--- src/rtl/bci_pkg.sv ---
package bci_pkg;
  typedef enum logic [1:0] {
    ST_IDLE = 2'd0,
    ST_ADDR = 2'd1,
    ST_DATA = 2'd2,
    ST_TURN = 2'd3
  } bci_state_e;

  localparam logic [3:0] CMD_SPECIAL = 4'b0001;
  localparam logic [3:0] BE_ALL_N    = 4'b0000;
  localparam logic [3:0] CBE_IDLE    = 4'b1111;
endpackage

--- src/rtl/bci_parity.sv ---
module bci_parity #(
  parameter int AD_W  = 32,
  parameter int CBE_W = 4
) (
  input  logic             clk_i,
  input  logic             rst_ni,
  input  logic [AD_W-1:0]  ad_i,
  input  logic [CBE_W-1:0] cbe_ni,
  input  logic             oe_i,
  output logic             par_o,
  output logic             par_oe_o
);
  always_ff @(posedge clk_i or negedge rst_ni) begin
    if (!rst_ni) begin
      par_o    <= 1'b0;
      par_oe_o <= 1'b0;
    end else begin
      par_o    <= oe_i ? ^{ad_i, cbe_ni} : 1'b0;
      par_oe_o <= oe_i;
    end
  end

  assert_par_follows_phase_R4: assert property (@(posedge clk_i) disable iff (!rst_ni)
    oe_i |=> par_oe_o);
  assert_par_quiet_R4: assert property (@(posedge clk_i) disable iff (!rst_ni)
    !oe_i |=> !par_oe_o);
endmodule

--- src/rtl/bci_monitor.sv ---
module bci_monitor
  import bci_pkg::*;
#(
  parameter int MSG_W = 16
) (
  input  logic               clk_i,
  input  logic               rst_ni,
  input  logic               frame_ni,
  input  logic               irdy_ni,
  input  logic [3:0]         cbe_ni,
  input  logic [2*MSG_W-1:0] ad_i,
  output logic               valid_o,
  output logic [MSG_W-1:0]   code_o,
  output logic [MSG_W-1:0]   data_o
);
  logic armed_q;

  always_ff @(posedge clk_i or negedge rst_ni) begin
    if (!rst_ni)                              armed_q <= 1'b0;
    else if (!frame_ni && cbe_ni == CMD_SPECIAL) armed_q <= 1'b1;
    else if (!irdy_ni)                        armed_q <= 1'b0;
  end

  assign valid_o = armed_q && !irdy_ni;
  assign code_o  = ad_i[MSG_W-1:0];
  assign data_o  = ad_i[2*MSG_W-1:MSG_W];

  assert_mon_single_pulse_R9: assert property (@(posedge clk_i) disable iff (!rst_ni)
    valid_o |=> !valid_o);
  assert_mon_on_irdy_R9: assert property (@(posedge clk_i) disable iff (!rst_ni)
    valid_o |-> !irdy_ni && $past(!frame_ni));
endmodule

--- src/rtl/bci_fsm.sv ---
module bci_fsm
  import bci_pkg::*;
#(
  parameter int MSG_W       = 16,
  parameter int DEVSEL_WAIT = 4,
  localparam int CNT_W      = $clog2(DEVSEL_WAIT + 1),
  localparam int AD_W       = 2 * MSG_W
) (
  input  logic             clk_i,
  input  logic             rst_ni,
  input  logic             req_i,
  input  logic             gnt_i,
  input  logic [MSG_W-1:0] code_i,
  input  logic [MSG_W-1:0] data_i,
  input  logic             devsel_ni,
  output logic             frame_no,
  output logic             irdy_no,
  output logic [3:0]       cbe_no,
  output logic [AD_W-1:0]  ad_o,
  output logic             ad_oe_o,
  output logic             busy_o,
  output logic             done_o,
  output logic             abort_o
);
  bci_state_e      state_q;
  logic [CNT_W-1:0] cnt_q;
  logic [AD_W-1:0]  msg_q;
  logic             abort_q;

  always_ff @(posedge clk_i or negedge rst_ni) begin
    if (!rst_ni) begin
      state_q <= ST_IDLE;
      cnt_q   <= '0;
      msg_q   <= '0;
      abort_q <= 1'b0;
    end else begin
      unique case (state_q)
        ST_IDLE: if (req_i && gnt_i) begin
          msg_q   <= {data_i, code_i};
          state_q <= ST_ADDR;
        end
        ST_ADDR: begin
          cnt_q   <= '0;
          state_q <= ST_DATA;
        end
        ST_DATA: begin
          if (!devsel_ni) begin
            abort_q <= 1'b0;
            state_q <= ST_TURN;
          end else if (cnt_q == CNT_W'(DEVSEL_WAIT - 1)) begin
            abort_q <= 1'b1;
            state_q <= ST_TURN;
          end else begin
            cnt_q <= cnt_q + 1'b1;
          end
        end
        default: state_q <= ST_IDLE;
      endcase
    end
  end

  always_comb begin
    frame_no = (state_q != ST_ADDR);
    irdy_no  = (state_q != ST_DATA);
    ad_oe_o  = (state_q == ST_ADDR) || (state_q == ST_DATA);
    ad_o     = (state_q == ST_DATA) ? msg_q : '0;
    unique case (state_q)
      ST_ADDR: cbe_no = CMD_SPECIAL;
      ST_DATA: cbe_no = BE_ALL_N;
      default: cbe_no = CBE_IDLE;
    endcase
    busy_o  = (state_q != ST_IDLE);
    done_o  = (state_q == ST_TURN);
    abort_o = (state_q == ST_TURN) && abort_q;
  end

  // checker: length of the current IRDY# low run
  logic [CNT_W:0] irdy_run_q;
  always_ff @(posedge clk_i or negedge rst_ni) begin
    if (!rst_ni)       irdy_run_q <= '0;
    else if (!irdy_no) irdy_run_q <= irdy_run_q + 1'b1;
    else               irdy_run_q <= '0;
  end

  assert_data_after_addr_R2: assert property (@(posedge clk_i) disable iff (!rst_ni)
    $fell(irdy_no) |-> frame_no && $past(!frame_no));
  assert_full_be_R3: assert property (@(posedge clk_i) disable iff (!rst_ni)
    !irdy_no |-> cbe_no == 4'b0000);
  assert_abort_window_R5: assert property (@(posedge clk_i) disable iff (!rst_ni)
    (done_o && abort_o) |-> irdy_run_q == (CNT_W+1)'(DEVSEL_WAIT));
  assert_claim_end_R6: assert property (@(posedge clk_i) disable iff (!rst_ni)
    (!irdy_no && !devsel_ni) |=> done_o && !abort_o && irdy_no);
  assert_gap_before_frame_R7: assert property (@(posedge clk_i) disable iff (!rst_ni)
    $fell(frame_no) |-> irdy_no && $past(irdy_no) && $past(frame_no));
  assert_release_after_irdy_R7: assert property (@(posedge clk_i) disable iff (!rst_ni)
    $rose(irdy_no) |-> !ad_oe_o);
  assert_no_start_without_gnt_R8: assert property (@(posedge clk_i) disable iff (!rst_ni)
    (!busy_o && !gnt_i) |=> frame_no);
  assert_msg_stable_R8: assert property (@(posedge clk_i) disable iff (!rst_ni)
    (!irdy_no && $past(!irdy_no)) |-> $stable(ad_o));
endmodule

--- src/rtl/bcast_cycle_initiator.sv ---
module bcast_cycle_initiator #(
  parameter int MSG_W       = 16,
  parameter int DEVSEL_WAIT = 4,
  localparam int AD_W       = 2 * MSG_W
) (
  input  logic             clk_i,
  input  logic             rst_ni,
  input  logic             req_i,
  input  logic             gnt_i,
  input  logic [MSG_W-1:0] code_i,
  input  logic [MSG_W-1:0] data_i,
  input  logic             devsel_ni,
  output logic             busy_o,
  output logic             done_o,
  output logic             abort_o,
  output logic             frame_no,
  output logic             irdy_no,
  output logic [3:0]       cbe_no,
  output logic [AD_W-1:0]  ad_o,
  output logic             ad_oe_o,
  output logic             par_o,
  output logic             par_oe_o,
  output logic             mon_valid_o,
  output logic [MSG_W-1:0] mon_code_o,
  output logic [MSG_W-1:0] mon_data_o
);
  bci_fsm #(.MSG_W(MSG_W), .DEVSEL_WAIT(DEVSEL_WAIT)) u_fsm (
    .clk_i, .rst_ni, .req_i, .gnt_i, .code_i, .data_i, .devsel_ni,
    .frame_no, .irdy_no, .cbe_no, .ad_o, .ad_oe_o,
    .busy_o, .done_o, .abort_o
  );

  bci_parity #(.AD_W(AD_W), .CBE_W(4)) u_par (
    .clk_i, .rst_ni, .ad_i(ad_o), .cbe_ni(cbe_no), .oe_i(ad_oe_o),
    .par_o, .par_oe_o
  );

  bci_monitor #(.MSG_W(MSG_W)) u_mon (
    .clk_i, .rst_ni, .frame_ni(frame_no), .irdy_ni(irdy_no), .cbe_ni(cbe_no),
    .ad_i(ad_o), .valid_o(mon_valid_o), .code_o(mon_code_o), .data_o(mon_data_o)
  );

  assert_addr_phase_R1: assert property (@(posedge clk_i) disable iff (!rst_ni)
    !frame_no |-> cbe_no == 4'b0001 && ad_oe_o && irdy_no);
  assert_even_parity_R4: assert property (@(posedge clk_i) disable iff (!rst_ni)
    par_oe_o |-> par_o == $past(^{ad_o, cbe_no}));
  assert_mon_matches_bus_R9: assert property (@(posedge clk_i) disable iff (!rst_ni)
    mon_valid_o |-> {mon_data_o, mon_code_o} == ad_o);
endmodule

--- config.mk ---
export PLATFORM = sky130hd
export DESIGN_NAME = bcast_cycle_initiator
export DESIGN_NICKNAME = d
export VERILOG_FILES = /design/src/rtl/bci_pkg.sv /design/src/rtl/bci_parity.sv /design/src/rtl/bci_monitor.sv /design/src/rtl/bci_fsm.sv /design/src/rtl/bcast_cycle_initiator.sv
export SDC_FILE = /design/constraint.sdc
export NUM_CORES = 1
export LEC_CHECK = 0
export ABC_AREA = 1
export BUFFER_PORTS_ARGS = -buffer_cell sky130_fd_sc_hd__buf_2
export CAP_MARGIN = 20
export CORE_MARGIN = 3
export CORE_UTILIZATION = 51
export CTS_CLUSTER_DIAMETER = 80
export CTS_CLUSTER_SIZE = 40
export DETAILED_ROUTE_END_ITERATION = 6
export PLACE_DENSITY = 0.89
export SETUP_SLACK_MARGIN = 0.3
export SLEW_MARGIN = 20
export SYNTH_ARGS = -nofsm -noshare
export SYNTH_HDL_FRONTEND = slang
export SYNTH_HIERARCHICAL = 1
export SYNTH_SLANG_ARGS = --single-unit
--- constraint.sdc ---
create_clock -name clk_i -period 2.8 [get_ports clk_i]
set_input_delay 0.42 -clock clk_i [delete_from_list [all_inputs] [get_ports clk_i]]
set_output_delay 0.42 -clock clk_i [all_outputs]
set_load 0.02 [all_outputs]
Word-level counts from Yosys, hierarchy flattened
Cells that the tools add are included.
- bits in registers: 41
- bits of input ports: 37
- $add $sub $neg: 1
- eq/ne operators: 13
- multiplexer cells: 14
- reductions and logical operators: 15
- operators by type and width (cell ; number):
    XOR reduction 36 bit ; 1
    2-to-1 mux 32 bit ; 1
    != test 2 bit, second input constant ; 4
    case mux 4 bit (2 select lines) ; 1
    2-to-1 mux 2 bit ; 3
    2-to-1 mux 3 bit ; 2
    != test 2 x 1 -> 1 bit, second input constant ; 3
    case mux 2 bit (3 select lines) ; 1
    case mux 3 bit (2 select lines) ; 1
    AND reduction 2 bit ; 3
    2-to-1 mux 1 bit ; 5
    equality test 2 bit, second input constant ; 2
    equality test 4 x 1 -> 1 bit, second input constant ; 1
    logical AND 1 bit ; 4
    nonzero test 2 bit ; 2
    adder 3 x 1 -> 3 bit, second input constant ; 1
    equality test 3 x 2 -> 1 bit, second input constant ; 1
    != test 3 x 2 -> 1 bit, second input constant ; 1
    AND reduction 3 bit ; 1
    equality test 2 x 1 -> 1 bit, second input constant ; 1
    logical NOT 1 bit ; 2
    logical NOT 2 bit ; 1
    logical OR 1 bit ; 1

Longest topological paths before layout
- depth after elaboration: 5
- gate-level depth with buffers: 20
- mapped depth without buffers: 18

Modules after synthesis
The synthesis kept the hierarchy.
- modules (own cells, without submodules) (module ; instances ; cells an instance ; area each (um^2) ; sequential area each (um^2)):
    bci_fsm ; 1 ; 259 ; 2099.5 ; 950.9
    bci_parity ; 1 ; 160 ; 794.5 ; 50.0
    bci_monitor ; 1 ; 42 ; 300.3 ; 25.0

Least setup slack after synthesis
No wires, ideal clock.
- path kind: register -> register
- start: reg u_fsm.state_q[0]
- end: reg u_par.par_o
- library setup time: 0.073 ns
- data arrival time: 2.138 ns
- data required time: 2.727 ns
- setup slack: 0.589 ns
- stages on the path, launching flop included: 15
- path buffers: 1
- cell sequence: dfrtp_1 > inv_1 > ha_1 > inv_1 > buf_4 > nor2_1 > nor2_2 > nand2_1 > nand2_1 > nand2_1 > nand2_1 > nand2_2 > nand3_1 > nand3_1 > a21oi_2
- elaborated cells between the ends (all ways): 7
- RTL lines (element ; line ; text):
    start: declaration ; bci_fsm.sv:25 ; bci_state_e state_q;
    start signal: assignment ; bci_fsm.sv:32 ; state_q <= ST_IDLE;
    start signal: assignment ; bci_fsm.sv:40 ; state_q <= ST_ADDR;
    start signal: assignment ; bci_fsm.sv:44 ; state_q <= ST_DATA;
    equality test 2 x 1 -> 1 bit or equality test 2 bit (tied branches) ; bci_fsm.sv:65 ; ad_oe_o = (state_q == ST_ADDR) || (state_q == ST_DATA);
    logical OR 1 bit * ; bci_fsm.sv:65 ;
    named net ad_oe_o ; bcast_cycle_initiator.sv:20 ; output logic ad_oe_o,
    2-to-1 mux 1 bit * ; bci_parity.sv:18 ; par_o <= oe_i ? ^{ad_i, cbe_ni} : 1'b0;
    end signal: assignment ; bci_parity.sv:18 ;
    end: declaration ; bci_parity.sv:10 ; output logic par_o,
Mark *: on every way through the listed nets, which the timed path passes. The rest lies on a longest branch.
A chain may end at the register's enable or synchronous reset.

Worst setup path in the final report
- start: reg u_fsm.state_q[1]
- end: out cbe_no[3]
- word-level cells in the longest chain between the ends: 2
- elaborated cells between the ends (all ways): 3
- ends and longest elaborated chain (element ; line ; text):
    equality test 2 bit or equality test 2 x 1 -> 1 bit (tied branches) ; bci_fsm.sv:67 ; unique case (state_q)
    case mux 4 bit (2 select lines) * ; bci_fsm.sv:67 ;
    end: declaration ; bcast_cycle_initiator.sv:18 ; output logic [3:0] cbe_no,
Mark *: on every way between the ends. The rest lies on a longest branch, timed or not.

==> impl_metrics.py <==
metrics = {
    "run_status": {
        "status": "complete, no violations",
    },
    "floorplan": {
        "die_x_um": 85.14,
        "core_um2": 5991,
        "die-area_um2": 7249,
        "io_pins": 114,
        "dieHeight_um": 85.14,
        "initial_core_util_pct": 53.32,
        "row_count": 28,
    },
    "synthesis": {
        "synth_area_leader_cell": "dfrtp_1",
        "syn_nets": 506,
        "async_reset_ff_share_pct": 100.0,
        "synthFlopType": "dfrtp_1",
        "yosysSeqAreaShare_pct": 32.12,
        "synth_common_cells": "174 x nand2_1, 99 x inv_1, 41 x dfrtp_1",
        "avgSynthCellArea_um2": 6.929,
        "synthesis.area_um2": 3194,
        "synth.most_common_cell": "nand2_1",
        "synth-seq-cells": 41,
        "netlist_instances": 461,
        "synth_edf_count": 0,
        "ys_top_cells_by_area": "dfrtp_1 32%, nand2_1 20%, inv_1 12%, o21ai_2 8.8%, buf_4 8.0%",
        "synth_top_area_share_pct": 32.12,
        "yosysWarnings": 6,
        "synth.distinct_cells": 20,
    },
    "finish": {
        "syn2layout_area_growth_pct": 15.04,
        "fin_cells": 616,
        "drive_gt1_share_pct": 33.64,
        "num_antenna_cells": 0,
        "final_nets": 585,
        "final_area_um2": 3675,
    },
    "power_and_ir_drop": {
        "p_comb_share_pct": 67.2,
        "power_frac_clock_pct": 11.5,
        "pwr_density_cell_nw_per_um2": 1297,
        "p_leak_nw": 2.527,
        "peakVddDrop_mv": 0.6356,
        "sequentialPowerShare_pct": 21.3,
        "switchingPower_w": 0.002440,
        "power_w": 0.004766,
        "p_int_w": 0.002326,
        "sw_frac_of_total_pct": 51.19,
    },
    "global_route": {
        "overflow": 0,
        "antenna_found_initial": 0,
        "grt_first_pass_wirelength_mm": 10.85,
        "grt_max_degree": 65,
        "grt_pass1_vias": 2556,
        "grtUsageTotal_pct": 17.91,
    },
    "sta": {
        "rsz0062_at_grt": "false",
        "slew_violations": 0,
        "max_freq_ghz": 0.4512,
        "tightestPinTransition_ns": 0.9204,
        "hold_violations": 0,
        "final.setup.tns_ns": 0,
        "finalSetupViolations": 0,
        "post-route-period-util_pct": 79.15,
        "fin_worst_skew_ns": 0.004165,
        "fin_ws_ns": 0.5838,
        "max_slew_margin_pct": 38.64,
        "finalCriticalPeriod_ns": 2.216,
    },
    "placed_design": {
        "gp_congestion": 0.7637,
        "io_buffers": 113,
        "hpwlAfterDp_mm": 5.032,
        "preCtsSetupSlack_ns": 0.5361,
        "dp_cells": 606,
        "placed_area_um2": 3518,
    },
    "cts": {
        "clk_pin_slew_ns": 0.08,
        "cts_tree": "done",
        "cts_max_level": 2,
        "cts_buffer_depth": 2,
        "cts_buffers": 5,
        "insertion_delay_ns": 0.28,
        "cts_root_buf": "clkbuf_8",
        "clock_sinks": 41,
    },
    "critical_path": {
        "rr_startpoint": "u_fsm/state_q[0]$_DFFE_PN0P_",
        "worstSetupEndpointType": "output port",
        "cp.arrival_ns": 1.80,
        "r2r_cells": 19,
        "critPathLaunchType": "flop",
        "path_class": "flop to output port",
        "required_ns": 2.38,
        "rrSetupSlack_ns": 0.60,
        "r2r-end": "u_par/par_o$_DFF_PN0_",
        "cp_max_fo": 6,
    },
    "routing": {
        "vias_per_cell": 4.459,
        "ant_nets": 0,
        "via_count": 2747,
        "wirelength_mm": 6.400,
        "first_pass_iters": 4,
        "top_layer": "met4",
        "met3WireLength_um": 305,
        "drc": 0,
        "wl_met2_mm": 3.449,
        "wire_per_inst_um": 10.39,
        "wl_met1_mm": 2.573,
        "drt_iter0_drc": 95,
    },
    "worst_hold_path": {
        "hold_class": "primary input to async pin",
    },
    "flow_run": {
        "maxCapViolCount": 0,
    },
}
-- cells in the final DEF, fill, tap and decap left out --
master      instances
nand3_1            11
a21oi_2             1
nor2_1              6
inv_1              98
dfrtp_1            41
xnor2_1             9
nand3_4             1
xor2_1             10
buf_4               1
inv_2               5
nand2_2            15
clkbuf_8            5
nand2_1           174
nand3_2             1
o22ai_1             1
ha_1                7
bufinv_16           2
nor2_2              1
nand3b_1            2
ha_2                1
buf_2             113
clkinvlp_4          1
clkinvlp_2          1
o21ai_2            32
buf_6               1
clkinv_2            1
-- worst max path at each step --
stage,from,end,slack (ns),cells after the start
final,u_fsm/state_q[1]$_DFFE_PN0P_,cbe_no[3],0.58,5
after global routing,u_fsm/state_q[0]$_DFFE_PN0P_,u_par/par_o$_DFF_PN0_,0.30,19
after CTS,u_fsm/state_q[0]$_DFFE_PN0P_,u_par/par_o$_DFF_PN0_,0.51,15
after detailed placement,u_fsm/state_q[0]$_DFFE_PN0P_,u_par/par_o$_DFF_PN0_,0.54,15
after global placement,u_fsm/state_q[0]$_DFFE_PN0P_,u_par/par_o$_DFF_PN0_,0.65,17
after floorplan,u_fsm/state_q[0]$_DFFE_PN0P_,u_par/par_o$_DFF_PN0_,0.59,14
-- area by class of cell --
type | instances | area [um^2]
inverters | 104 | 394.1
multi-input cells | 272 | 1438
flip-flops and latches | 41 | 1026
clock inverters | 3 | 65.06
fillers | 561 | 2316
repair inverters | 1 | 5.005
well taps | 75 | 93.84
repair buffers | 115 | 584.3
clock buffers | 5 | 68.82
-- metal layers --
metal / GRT usage, % / vias up
met4: 4.460 / 0
li1: - / 1454
met2: 35.59 / 78
met5: 0 / -
met1: 19.56 / 1205
met3: 2.524 / 10
-- cell families (layout without fill, tap and decap cells) --
family	count (synthesis)	after routing	share of synthesized area [%]
DFF	41	41	32.12
AOI/OAI and AO/OA	34	34	9.244
adders and majority gates	8	8	3.134
and+or+nand+nor	211	211	27.34
xor gates and xnor gates	19	19	5.210
buffers and inverters	148	228	22.95
-- repair_timing --
action                     in CTS  in global routing
setup endpoints to repair       0                  1
buffers inserted                0                  1
hold buffers                    0                  0
gates resized for setup         0                  3
-- sequential cells by signal, indices dropped and copies added, names as in the netlist --
| name | count |
|---|---|
| u_par/par_oe_o | 1 |
| u_fsm/msg_q | 32 |
| u_fsm/abort_q | 1 |
| u_fsm/cnt_q | 3 |
| u_mon/armed_q | 1 |
| u_par/par_o | 1 |
| u_fsm/state_q | 2 |
-- critical path: stages, from the launching register on --
cell,delay (ns)
dfrtp_1,0.44
inv_1,0.09
ha_2,0.44
clkinvlp_2,0.20
buf_4,0.19
buf_2,0.15
-- through the flow --
stage / utilization (%) / hold WS [ns]
after floorplan: - / 0.1244
after global placement: 58.73 / 0.4645
after detailed placement: 58.73 / 0.4680
after CTS: 60.96 / 0.2945
after global routing: 61.34 / 0.3480
final: 61.34 / 0.2709
-- power by group through the flow --
| stage | clock network, W | logic (W) | registers [W] |
|---|---|---|---|
| finish | 0.000548 | 0.00320 | 0.00102 |
| global placement | 0 | 0.00305 | 0.00101 |
| detailed placement | 0 | 0.00317 | 0.00103 |
| global route | 0.000592 | 0.00363 | 0.00105 |
| floorplan | 0 | 0.00267 | 0.00100 |
| CTS | 0.000569 | 0.00317 | 0.00102 |
Note: power is estimated with default switching activity, not from simulation.
